**src/rtl/txerr_pkg.sv**
```systemverilog
// Shared constants and register addresses for the transmit exception controller.
package txerr_pkg;
    localparam int EVT_N = 8;              // number of exception events
    localparam int STAT_N = EVT_N + 1;     // events plus summary bit
    localparam int REG_AW = 2;             // host address width

    // Event positions; the status bit order is fixed by these indices
    typedef enum int {
        EV_CAL_PAR0  = 0,
        EV_CAL_PAR1  = 1,
        EV_BIG_BURST = 2,
        EV_FIFO_OVF  = 3,
        EV_DIP_ERR   = 4,
        EV_SYNC_LOST = 5,
        EV_BAD_FRAME = 6,
        EV_FRAME_LOST = 7
    } evt_idx_e;

    // Host register map
    typedef enum logic [REG_AW-1:0] {
        RA_STATUS    = 2'd0,
        RA_IRQ_MASK  = 2'd1,
        RA_SYNC_MASK = 2'd2
    } reg_addr_e;

    // Default fatal set: oversize burst, FIFO overflow, loss of sync, framing loss
    localparam logic [EVT_N-1:0] SYNC_MASK_DFLT =
        (8'd1 << EV_BIG_BURST) | (8'd1 << EV_FIFO_OVF) |
        (8'd1 << EV_SYNC_LOST) | (8'd1 << EV_FRAME_LOST);
endpackage

```
**src/rtl/txerr_cfg_regs.sv**
```systemverilog
// Host-writable mask registers and write-one-to-clear decode.
// Assumes one write per cycle; data is wide enough for the status register.
module txerr_cfg_regs
    import txerr_pkg::*;
#(
    parameter int EVT_W = EVT_N,
    parameter int AW = REG_AW,
    parameter logic [EVT_W-1:0] SYNC_RST = SYNC_MASK_DFLT,
    localparam int SW = EVT_W + 1
) (
    input  logic             clk,
    input  logic             rst_n,
    input  logic             wr_en_i,
    input  logic [AW-1:0]    wr_addr_i,
    input  logic [SW-1:0]    wr_data_i,
    output logic [EVT_W-1:0] irq_mask_o,
    output logic [EVT_W-1:0] sync_mask_o,
    output logic [SW-1:0]    w1c_o
);
    // Clear vector for the status register, valid only for a status write
    always_comb begin
        w1c_o = '0;
        if (wr_en_i && wr_addr_i == RA_STATUS) w1c_o = wr_data_i;
    end

    // Mask registers: load on write to their address
    always_ff @(posedge clk) begin
        if (!rst_n) begin
            irq_mask_o  <= '0;
            sync_mask_o <= SYNC_RST;
        end else if (wr_en_i) begin
            if (wr_addr_i == RA_IRQ_MASK)  irq_mask_o  <= wr_data_i[EVT_W-1:0];
            if (wr_addr_i == RA_SYNC_MASK) sync_mask_o <= wr_data_i[EVT_W-1:0];
        end
    end

    // a write to the interrupt-mask address loads that mask
    a_r9_irq_mask_load: assert property (@(posedge clk) disable iff (!rst_n)
        (wr_en_i && wr_addr_i == RA_IRQ_MASK) |=> (irq_mask_o == $past(wr_data_i[EVT_W-1:0])));
endmodule

```
**src/rtl/txerr_status.sv**
```systemverilog
// Sticky status bits with write-one-to-clear; an event in the same cycle wins.
// The top bit is the summary of fatal-classified events.
module txerr_status
    import txerr_pkg::*;
#(
    parameter int EVT_W = EVT_N,
    localparam int SW = EVT_W + 1
) (
    input  logic             clk,
    input  logic             rst_n,
    input  logic [EVT_W-1:0] evt_i,
    input  logic [EVT_W-1:0] sync_mask_i,
    input  logic [SW-1:0]    w1c_i,
    output logic [SW-1:0]    stat_q,
    output logic             fatal_hit_o
);
    logic [SW-1:0] set_v;

    // Set vector: raw events plus the summary of fatal events
    always_comb begin
        fatal_hit_o = |(evt_i & sync_mask_i);
        set_v = {fatal_hit_o, evt_i};
    end

    // One sticky cell per status bit
    for (genvar g = 0; g < SW; g++) begin : g_bit
        always_ff @(posedge clk) begin
            if (!rst_n)          stat_q[g] <= 1'b0;
            else if (set_v[g])   stat_q[g] <= 1'b1;
            else if (w1c_i[g])   stat_q[g] <= 1'b0;
        end
    end

    // every event is latched on the next edge, even with a clear pending
    a_r4_event_wins: assert property (@(posedge clk) disable iff (!rst_n)
        (evt_i != '0) |=> ((stat_q[EVT_W-1:0] & $past(evt_i)) == $past(evt_i)));

    // a clear without a coincident event leaves the bit low
    a_r3_w1c_clears: assert property (@(posedge clk) disable iff (!rst_n)
        ((w1c_i & ~set_v) != '0) |=> ((stat_q & $past(w1c_i & ~set_v)) == '0));

    // a fatal event sets the summary bit
    a_r6_summary_set: assert property (@(posedge clk) disable iff (!rst_n)
        fatal_hit_o |=> stat_q[EVT_W]);
endmodule

```
**src/rtl/txerr_link_guard.sv**
```systemverilog
// Shutdown latch driving datapath disable and forced training.
// Assumes the interface enable is a level from software; low releases the latch.
module txerr_link_guard (
    input  logic clk,
    input  logic rst_n,
    input  logic if_en_i,
    input  logic fatal_hit_i,
    output logic shut_q
);
    // Latch a fatal event while enabled; enable low releases
    always_ff @(posedge clk) begin
        if (!rst_n)          shut_q <= 1'b0;
        else if (!if_en_i)   shut_q <= 1'b0;
        else if (fatal_hit_i) shut_q <= 1'b1;
    end

    // fatal event while enabled shuts the link next cycle
    a_r7_shutdown: assert property (@(posedge clk) disable iff (!rst_n)
        (if_en_i && fatal_hit_i) |=> shut_q);

    // enable low releases the shutdown
    a_r8_release: assert property (@(posedge clk) disable iff (!rst_n)
        !if_en_i |=> !shut_q);

    // the shutdown holds while the enable stays high
    a_r7_hold: assert property (@(posedge clk) disable iff (!rst_n)
        (shut_q && if_en_i) |=> shut_q);
endmodule

```
**src/rtl/txerr_sync_ctrl.sv**
```systemverilog
// Top: transmit exception interrupt and shutdown controller.
// Collects events into sticky status, raises irq per mask, and forces link
// shutdown on fatal-classified events. Host reads are combinational.
module txerr_sync_ctrl
    import txerr_pkg::*;
#(
    parameter int EVT_W = EVT_N,
    parameter int AW = REG_AW,
    parameter logic [EVT_W-1:0] SYNC_RST = SYNC_MASK_DFLT,
    localparam int SW = EVT_W + 1
) (
    input  logic             clk,
    input  logic             rst_n,
    input  logic [EVT_W-1:0] evt_i,
    input  logic             if_en_i,
    input  logic             wr_en_i,
    input  logic [AW-1:0]    wr_addr_i,
    input  logic [SW-1:0]    wr_data_i,
    input  logic [AW-1:0]    rd_addr_i,
    output logic [SW-1:0]    rd_data_o,
    output logic             irq_o,
    output logic             dp_disable_o,
    output logic             force_train_o
);
    logic [EVT_W-1:0] irq_mask;
    logic [EVT_W-1:0] sync_mask;
    logic [SW-1:0]    w1c;
    logic [SW-1:0]    stat_q;
    logic             fatal_hit;
    logic             shut_q;

    txerr_cfg_regs #(.EVT_W(EVT_W), .AW(AW), .SYNC_RST(SYNC_RST)) u_cfg (
        .clk         (clk),
        .rst_n       (rst_n),
        .wr_en_i     (wr_en_i),
        .wr_addr_i   (wr_addr_i),
        .wr_data_i   (wr_data_i),
        .irq_mask_o  (irq_mask),
        .sync_mask_o (sync_mask),
        .w1c_o       (w1c)
    );

    txerr_status #(.EVT_W(EVT_W)) u_stat (
        .clk         (clk),
        .rst_n       (rst_n),
        .evt_i       (evt_i),
        .sync_mask_i (sync_mask),
        .w1c_i       (w1c),
        .stat_q      (stat_q),
        .fatal_hit_o (fatal_hit)
    );

    txerr_link_guard u_guard (
        .clk         (clk),
        .rst_n       (rst_n),
        .if_en_i     (if_en_i),
        .fatal_hit_i (fatal_hit),
        .shut_q      (shut_q)
    );

    // Interrupt and link outputs from registered state
    always_comb begin
        irq_o         = |(stat_q[EVT_W-1:0] & irq_mask);
        dp_disable_o  = shut_q;
        force_train_o = shut_q;
    end

    // Host read multiplexer
    always_comb begin
        rd_data_o = '0;
        case (rd_addr_i)
            RA_STATUS:    rd_data_o = stat_q;
            RA_IRQ_MASK:  rd_data_o[EVT_W-1:0] = irq_mask;
            RA_SYNC_MASK: rd_data_o[EVT_W-1:0] = sync_mask;
            default:      rd_data_o = '0;
        endcase
    end

    // with the enable low, no shutdown follows any event
    a_r10_no_shut_disabled: assert property (@(posedge clk) disable iff (!rst_n)
        (!if_en_i) |=> !dp_disable_o);
endmodule

```
**config.mk**
```make
export PLATFORM = sky130hd
export DESIGN_NAME = txerr_sync_ctrl
export DESIGN_NICKNAME = d
export VERILOG_FILES = /design/src/rtl/txerr_pkg.sv /design/src/rtl/txerr_cfg_regs.sv /design/src/rtl/txerr_status.sv /design/src/rtl/txerr_link_guard.sv /design/src/rtl/txerr_sync_ctrl.sv
export SDC_FILE = /design/constraint.sdc
export NUM_CORES = 1
export LEC_CHECK = 0
export ABC_AREA = 1
export CAP_MARGIN = 40
export CORE_ASPECT_RATIO = 1.5
export CORE_UTILIZATION = 47
export DETAILED_ROUTE_END_ITERATION = 6
export DONT_BUFFER_PORTS = 1
export PLACE_DENSITY_LB_ADDON = 0.08
export SYNTH_ARGS = -nofsm -noshare
export SYNTH_HDL_FRONTEND = slang
export SYNTH_SLANG_ARGS = --single-unit
```
**constraint.sdc**
```tcl
create_clock -name clk -period 1.4 [get_ports clk]
set_input_delay 0.28 -clock clk [delete_from_list [all_inputs] [get_ports clk]]
set_output_delay 0.28 -clock clk [all_outputs]
set_load 0.01 [all_outputs]
```
==> results of run 1 <==
==> metrics by stage <==
| stage | power, mW | instance area (sq um) |
|---|---|---|
| CTS | 1.38 | 1260 |
| global route | 1.46 | 1280 |
| detailed placement | 1.00 | 1220 |
| global placement | 0.998 | 1220 |
| finish | 1.38 | 1280 |
| floorplan | 0.981 | 1230 |
==> report_power, final <==
part	internal (mW)	switching (mW)	leakage [nW]
Sequential	0.785	0.0236	0.215
Combinational	0.0653	0.122	0.315
Clock	0.159	0.221	0.0210
Total	1.01	0.366	0.551
==> worst max-delay path: stages (launching register included) <==
cell and delay [ps]:
sky130_fd_sc_hd__dfxtp_1 340, sky130_fd_sc_hd__inv_1 70, sky130_fd_sc_hd__o221ai_1 360
==> logic make-up (layout without fill, tap and decap cells) <==
| kind of cell | after synthesis | after routing | synth area share [%] |
|---|---|---|---|
| simple gates | 74 | 74 | 26.2 |
| compound gates | 41 | 41 | 19.8 |
| buf+inv | 32 | 31 | 11.6 |
| flops | 26 | 26 | 42.4 |
==> metal layers <==
| metal | global-route usage [%] | vias up | wire (um) |
|---|---|---|---|
| li1 | - | 562 | - |
| met1 | 25.7 | 497 | 1210 |
| met2 | 39.6 | 32 | 1460 |
| met3 | 6.41 | 8 | 139 |
| met4 | 10.9 | 0 | 81 |
| met5 | 0 | - | 0 |
==> worst max-delay path by stage <==
| stage | endpoint | slack [ps] | depth (start not counted) | from |
|---|---|---|---|---|
| floorplan | rd_data_o[0] | 300 | 3 | rd_addr_i[1] |
| finish | rd_data_o[4] | 40 | 2 | u_cfg.irq_mask_o[4] |
| CTS | irq_o | 20 | 4 | u_stat.stat_q[4] |
| detailed placement | rd_data_o[4] | 110 | 3 | rd_addr_i[1] |
| global route | irq_o | -40 | 4 | u_cfg.irq_mask_o[6] |
| global placement | rd_data_o[4] | 130 | 3 | rd_addr_i[1] |
==> state kept, by name (all words and copies together) (netlist names) <==
signal             cells
u_cfg.sync_mask_o      8
u_guard.shut_q         1
u_cfg.irq_mask_o       8
u_stat.stat_q          9
==> area by class of cell <==
class	count	area (sq um)
clock buffer	4	36.3
sequential	26	523
tap	24	30.0
multi-input combinational	115	589
fill	262	1160
inverter	27	106
==> cell usage after synthesis, types with 4 or more instances <==
cell	number	area, sq um
sky130_fd_sc_hd__o21ai_0	6	30.0
sky130_fd_sc_hd__o221ai_1	8	70.1
sky130_fd_sc_hd__nor2_1	23	86.3
sky130_fd_sc_hd__inv_1	23	86.3
sky130_fd_sc_hd__o22ai_1	4	25.0
sky130_fd_sc_hd__a21oi_1	16	80.1
sky130_fd_sc_hd__nand2_1	33	124
sky130_fd_sc_hd__dfxtp_1	26	521
sky130_fd_sc_hd__o21ai_1	6	30.0
sky130_fd_sc_hd__nand3_1	13	65.1
==> timing repair <==
action	4_1_cts	5_1_grt
endpoints found under the setup margin	1	4
hold endpoints to repair	0	0
gates resized for setup	1	5
hold buffers	0	0
==> cell usage in the layout, fill, tap and decap left out, drive strengths merged <==
cell / n
o22ai: 4
nand3: 14
nor2: 25
o21ai: 12
o221ai: 8
nand2: 34
clkinv: 2
dfxtp: 26
o211ai: 1
clkbuf: 4
a21oi: 16
nand3b: 1
inv: 25
==> metrics.txt, run 1 <==
# TYPE chip_impl_metric gauge
chip_impl_metric{name="layoutNonFillerInstCount",unit=""} 196
chip_impl_info{name="whs_endpoint",value="u_cfg.sync_mask_o[3]"} 1
chip_impl_metric{name="core_area",unit="sq um"} 2450
chip_impl_metric{name="synth_seq_cells",unit=""} 26
chip_impl_metric{name="synth.avg_cell_area",unit="sq um"} 7.09
chip_impl_info{name="synth_top_flop_cell",value="sky130_fd_sc_hd__dfxtp_1"} 1
chip_impl_metric{name="syn-num-nets",unit=""} 198
chip_impl_metric{name="maxClockFrequency",unit="MHz"} 733
chip_impl_metric{name="clk-insertion-delay-late",unit="ps"} 320
chip_impl_metric{name="num_io_pins",unit=""} 37
chip_impl_metric{name="synth_edf_count",unit=""} 0
chip_impl_metric{name="cts_buffer_depth",unit=""} 2
chip_impl_metric{name="fin_worst_hold_slack",unit="ps"} 33.2
chip_impl_metric{name="place_ws",unit="ps"} 112
chip_impl_metric{name="place.detailed.instances",unit=""} 192
chip_impl_metric{name="max_slew_margin",unit="%"} 65.7
chip_impl_metric{name="finClkSkew",unit="ps"} 0.841
chip_impl_metric{name="pin_count_of_the_biggest_net_entering_global_routing",unit=""} 20
chip_impl_metric{name="finalWirelength",unit="mm"} 2.89
chip_impl_metric{name="timing.max_cap.violations",unit=""} 0
chip_impl_info{name="outcome",value="finished, final reports clean"} 1
chip_impl_metric{name="drt-wirelength-per-cell",unit="um"} 14.7
chip_impl_metric{name="timing.final.max_slew_violations",unit=""} 0
chip_impl_metric{name="fp.dieArea",unit="sq um"} 2820
chip_impl_metric{name="critPathMaxFanout",unit=""} 3
chip_impl_metric{name="numCtsBuffers",unit=""} 3
chip_impl_metric{name="drt-vias-per-instance",unit=""} 5.61
chip_impl_info{name="rr_endpoint",value="u_stat.stat_q[8]"} 1
chip_impl_metric{name="grt_first_pass_wirelength",unit="mm"} 4.89
chip_impl_metric{name="mappedNetlistArea",unit="sq um"} 1230
chip_impl_metric{name="standard_cell_row_count",unit=""} 22
chip_impl_metric{name="number_of_antenna_violations_at_the_first_check_in_global_routing",unit=""} 0
chip_impl_info{name="timing.rr.start",value="u_cfg.sync_mask_o[6]"} 1
chip_impl_info{name="clk_root_buffer_cell",value="sky130_fd_sc_hd__clkbuf_4"} 1
chip_impl_metric{name="worst-r2r-cell-count",unit=""} 6
chip_impl_metric{name="finalHoldViolations",unit=""} 0
chip_impl_metric{name="ctsHtreeMaxLevel",unit=""} 1
chip_impl_metric{name="period_share",unit="%"} 97.4
chip_impl_metric{name="number_of_global_route_vias_before_repair",unit=""} 1159
chip_impl_metric{name="worst_ir_drop_vdd",unit="mV"} 0.593
chip_impl_metric{name="regToRegSetupSlack",unit="ps"} 500
chip_impl_metric{name="synth.yosys.seq_area_share",unit="%"} 42.4
chip_impl_metric{name="clk_pin_slew_worst_paths",unit="ps"} 140
chip_impl_metric{name="drt_pre_antenna_iters",unit=""} 4
chip_impl_metric{name="cts_setup_buffers",unit=""} 0
chip_impl_metric{name="route.vias.total",unit=""} 1099
chip_impl_metric{name="place.detailed.hpwl",unit="mm"} 2.14
chip_impl_metric{name="tightestPinTransition",unit="ps"} 513
chip_impl_metric{name="drt_drc_violations_left",unit=""} 0
chip_impl_metric{name="gp_congestion",unit=""} 0.833
chip_impl_metric{name="clock-sinks",unit=""} 26
chip_impl_metric{name="fin_ws",unit="ps"} 36.0
chip_impl_metric{name="initial_cell_density_of_the_core",unit="%"} 50.1
chip_impl_metric{name="final_util",unit="%"} 52.5
chip_impl_metric{name="min_period",unit="ps"} 1360
chip_impl_metric{name="drtAntennaViolNets",unit=""} 0
chip_impl_metric{name="die_h",unit="um"} 64.6
chip_impl_info{name="crit_path_start_kind",value="flop"} 1
chip_impl_info{name="grt_setup_unrepaired",value="yes"} 1
chip_impl_metric{name="drive_gt1_share",unit="%"} 9.88
chip_impl_metric{name="power.density",unit="nW/um^2"} 1070
chip_impl_metric{name="setup-violations-final",unit=""} 0
chip_impl_metric{name="synth_cell_types",unit=""} 22
chip_impl_metric{name="worst-endpoint-required",unit="ps"} 1120
chip_impl_info{name="worstHoldPathType",value="in -> reg"} 1
chip_impl_metric{name="timing.hold.worst_path_depth",unit=""} 1
chip_impl_info{name="crit_path_end_kind",value="primary output"} 1
chip_impl_metric{name="antenna_cells",unit=""} 0
chip_impl_metric{name="worst_ep_arrival_time",unit="ps"} 1080
chip_impl_metric{name="port-buffer-count",unit=""} 0
chip_impl_metric{name="nets",unit=""} 198
chip_impl_metric{name="global_route.usage.total",unit="%"} 23.2
chip_impl_metric{name="power_leakage",unit="nW"} 0.551
chip_impl_metric{name="setup_tns",unit="ps"} 0
chip_impl_metric{name="dr.first_iter.drc_count",unit=""} 41
chip_impl_metric{name="die_w",unit="um"} 43.7
chip_impl_metric{name="postSynth.asyncResetShare",unit="%"} 0
chip_impl_metric{name="gate_count_post_synth",unit=""} 173
chip_impl_metric{name="syn_to_final_growth",unit="%"} 4.69
chip_impl_info{name="setup.worst_path.class",value="reg -> out"} 1
chip_impl_info{name="tritoncts_clock_tree",value="done"} 1
chip_impl_metric{name="grt.overflow.total",unit=""} 0
chip_impl_metric{name="yosysWarningCount",unit=""} 0
chip_impl_info{name="timing.hold.worst.start",value="rst_n"} 1
No activity file was read; power rests on OpenSTA's default activity.
==> run 2: changes to the inputs <==
==> constraint.sdc (replaced) <==
create_clock -name clk -period 1.5 [get_ports clk]
set_input_delay 0.225 -clock clk [delete_from_list [all_inputs] [get_ports clk]]
set_output_delay 0.225 -clock clk [all_outputs]
set_load 0.01 [all_outputs]
==> run 2 against run 1 <==
Against the previous run:
- critical path depth is 2 higher
- sequential share of layout area is 1.6 points lower
- sequential power is 6.8% lower
- die area is the same
- core utilization up 1.9 points
- register-to-register slack got worse by 150 ps
- worst hold slack lost 28 ps
- global-route usage fell by 0.44 points
- non-clock buffer count is 6 higher
- final area grew 3.6%
- critical path type unchanged
==> metrics.txt, run 2 (synthesized netlist as in run 1, its figures left out) <==
# TYPE chip_impl_metric gauge
chip_impl_metric{name="pin_count_of_the_biggest_net_entering_global_routing",unit=""} 17
chip_impl_metric{name="place.detailed.hpwl",unit="mm"} 2.19
chip_impl_metric{name="post_layout_power",unit="mW"} 1.42
chip_impl_metric{name="die_w",unit="um"} 43.7
chip_impl_metric{name="cts.repair.resized",unit=""} 0
chip_impl_metric{name="regArea",unit="sq um"} 520
chip_impl_metric{name="core_area",unit="sq um"} 2450
chip_impl_metric{name="drtAntennaViolNets",unit=""} 0
chip_impl_info{name="tritoncts_clock_tree",value="done"} 1
chip_impl_metric{name="largest_register_ff_count",unit=""} 9
chip_impl_metric{name="timing.final.max_slew_violations",unit=""} 0
chip_impl_metric{name="number_of_global_route_vias_before_repair",unit=""} 1099
chip_impl_metric{name="die_h",unit="um"} 64.6
chip_impl_metric{name="numCtsBuffers",unit=""} 3
chip_impl_metric{name="num_io_pins",unit=""} 37
chip_impl_metric{name="setup-violations-final",unit=""} 0
chip_impl_metric{name="initial_cell_density_of_the_core",unit="%"} 50.1
chip_impl_info{name="crit_path_start_kind",value="flop"} 1
chip_impl_info{name="setup.worst_path.class",value="reg -> out"} 1
chip_impl_metric{name="clk_pin_slew_worst_paths",unit="ps"} 150
chip_impl_info{name="outcome",value="finished, final reports clean"} 1
chip_impl_info{name="timing.hold.worst.start",value="evt_i[6]"} 1
chip_impl_metric{name="nets",unit=""} 204
chip_impl_metric{name="route.vias.total",unit=""} 1147
chip_impl_metric{name="power_leakage",unit="nW"} 0.578
chip_impl_metric{name="fp.dieArea",unit="sq um"} 2820
chip_impl_metric{name="clock-sinks",unit=""} 26
chip_impl_metric{name="cts_setup_buffers",unit=""} 0
chip_impl_info{name="grt_setup_unrepaired",value="no"} 1
chip_impl_metric{name="period_share",unit="%"} 92.0
chip_impl_metric{name="area_of_the_multi_input_gates",unit="sq um"} 564
chip_impl_metric{name="grt.overflow.total",unit=""} 0
chip_impl_info{name="mostFrequentLayoutCells",value="sky130_fd_sc_hd__nand2_1, sky130_fd_sc_hd__dfxtp_1, sky130_fd_sc_hd__inv_1, sky130_fd_sc_hd__nor2_1, sky130_fd_sc_hd__a21oi_1"} 1
chip_impl_info{name="clk_root_buffer_cell",value="sky130_fd_sc_hd__clkbuf_4"} 1
chip_impl_metric{name="min_period",unit="ps"} 1380
chip_impl_metric{name="drt_pre_antenna_iters",unit=""} 5
chip_impl_metric{name="grt_first_pass_wirelength",unit="mm"} 4.78
chip_impl_info{name="worstHoldPathType",value="in -> reg"} 1
chip_impl_metric{name="pwr-share-seq",unit="%"} 53.0
chip_impl_info{name="worstSetupStartpoint",value="u_cfg.irq_mask_o[2]"} 1
chip_impl_metric{name="global_route.usage.total",unit="%"} 22.7
chip_impl_metric{name="max_slew_margin",unit="%"} 72.5
chip_impl_metric{name="drt_drc_violations_left",unit=""} 0
chip_impl_metric{name="switching_power",unit="uW"} 352
chip_impl_metric{name="ctsHtreeMaxLevel",unit=""} 1
chip_impl_metric{name="worst_ir_drop_vdd",unit="mV"} 0.704
chip_impl_info{name="largestRegisters",value="u_stat.stat_q (9), u_cfg.irq_mask_o (8), u_cfg.sync_mask_o (8)"} 1
chip_impl_metric{name="number_of_antenna_violations_at_the_first_check_in_global_routing",unit=""} 0
chip_impl_metric{name="comb_power_share",unit="%"} 12.8
chip_impl_metric{name="switching_share",unit="%"} 24.7
chip_impl_metric{name="timing.max_cap.violations",unit=""} 0
chip_impl_metric{name="final.fill_count",unit=""} 256
chip_impl_metric{name="cts_buffer_depth",unit=""} 2
chip_impl_info{name="largest_register",value="u_stat.stat_q"} 1
chip_impl_metric{name="worst-endpoint-required",unit="ps"} 1270
chip_impl_metric{name="maxClockFrequency",unit="MHz"} 725
chip_impl_metric{name="drt-vias-per-instance",unit=""} 5.68
chip_impl_metric{name="worst_ep_arrival_time",unit="ps"} 1160
chip_impl_metric{name="gp_congestion",unit=""} 0.821
chip_impl_metric{name="finalWirelength",unit="mm"} 3.03
chip_impl_metric{name="finalHoldViolations",unit=""} 0
chip_impl_metric{name="pwr-share-clk",unit="%"} 34.2
chip_impl_metric{name="setup_tns",unit="ps"} 0
chip_impl_metric{name="dr.first_iter.drc_count",unit=""} 27
chip_impl_info{name="crit_path_end_kind",value="primary output"} 1
chip_impl_metric{name="tightestPinTransition",unit="ps"} 413
chip_impl_info{name="final_common_cell",value="sky130_fd_sc_hd__nand2_1"} 1
chip_impl_metric{name="standard_cell_row_count",unit=""} 22
chip_impl_metric{name="syn_to_final_growth",unit="%"} 8.46
chip_impl_metric{name="p_int",unit="mW"} 1.07
chip_impl_metric{name="antenna_cells",unit=""} 0
chip_impl_metric{name="power.density",unit="nW/um^2"} 1070
chip_impl_metric{name="critPathMaxFanout",unit=""} 3
chip_impl_metric{name="port-buffer-count",unit=""} 0
chip_impl_metric{name="clk-insertion-delay-late",unit="ps"} 330
chip_impl_info{name="timing.rr.start",value="u_cfg.sync_mask_o[7]"} 1
chip_impl_metric{name="finClkSkew",unit="ps"} 6.74
chip_impl_metric{name="drive_gt1_share",unit="%"} 6.74
chip_impl_metric{name="drt-wirelength-per-cell",unit="um"} 15.0
run 2: changes by cell type in the layout (fill, tap and decap cells not counted), sizes merged:
cell and delta:
buf +1, dlygate4sd3 +5, clkbuf -1, bufinv +1
run 2: critical path, cell delays in order, from the launching register on:
cell and delay (ps):
sky130_fd_sc_hd__dfxtp_1 340, sky130_fd_sc_hd__inv_1 50, sky130_fd_sc_hd__o22ai_1 240, sky130_fd_sc_hd__nor2_1 80
sky130_fd_sc_hd__nand2_1 120
run 2: worst paths after layout:
| kind | to | slack (ps) | cells after the start |
|---|---|---|---|
| hold / removal | u_stat.stat_q[6] | 5 | 2 |
| setup / recovery | irq_o | 120 | 4 |
| hold reg to reg | u_cfg.irq_mask_o[6] | 490 | 2 |
| setup reg to reg | u_cfg.sync_mask_o[7] | 350 | 3 |
run 2: power by group through the flow:
| stage | Combinational [mW] | Sequential [mW] | Clock, mW |
|---|---|---|---|
| final | 0.182 | 0.754 | 0.486 |
| after global routing | 0.205 | 0.759 | 0.520 |
| after CTS | 0.179 | 0.754 | 0.493 |
| after detailed placement | 0.169 | 0.769 | 0 |
| after global placement | 0.164 | 0.769 | 0 |
| after floorplan | 0.152 | 0.764 | 0 |
run 2: final cells by class:
class	instances	area share [%]
Timing Repair Buffer	6	4.32
Inverter	27	7.99
Tap cell	24	2.26
Clock buffer	3	1.69
Sequential cell	26	39.1
Clock inverter	1	2.26
Multi-Input combinational cell	115	42.4
run 2: metrics by stage:
step	setup slack [ps]	instance area, sq um	std cells	hold slack, ps	utilization [%]
after floorplan	509	1230	173	338	-
after global placement	325	1230	193	314	50.2
after detailed placement	288	1230	193	316	50.2
after CTS	108	1310	200	3.61	53.5
after global routing	41.7	1330	202	0.840	54.3
final	120	1330	202	5.11	54.3
run 2: metal layers:
layer	wire length, um	up-vias	track usage (%)	part of all wire (%)
met1	1250	529	26.0	41
met2	1560	35	40.3	52
met4	44	0	9.38	1.5
li1	-	578	-	-
met5	0	-	0	0
met3	173	5	3.62	5.7
run 2: repair_timing:
action,in CTS,in global routing
setup endpoints to repair,0,0
endpoints found under the hold margin,5,2
hold buffers,3,2
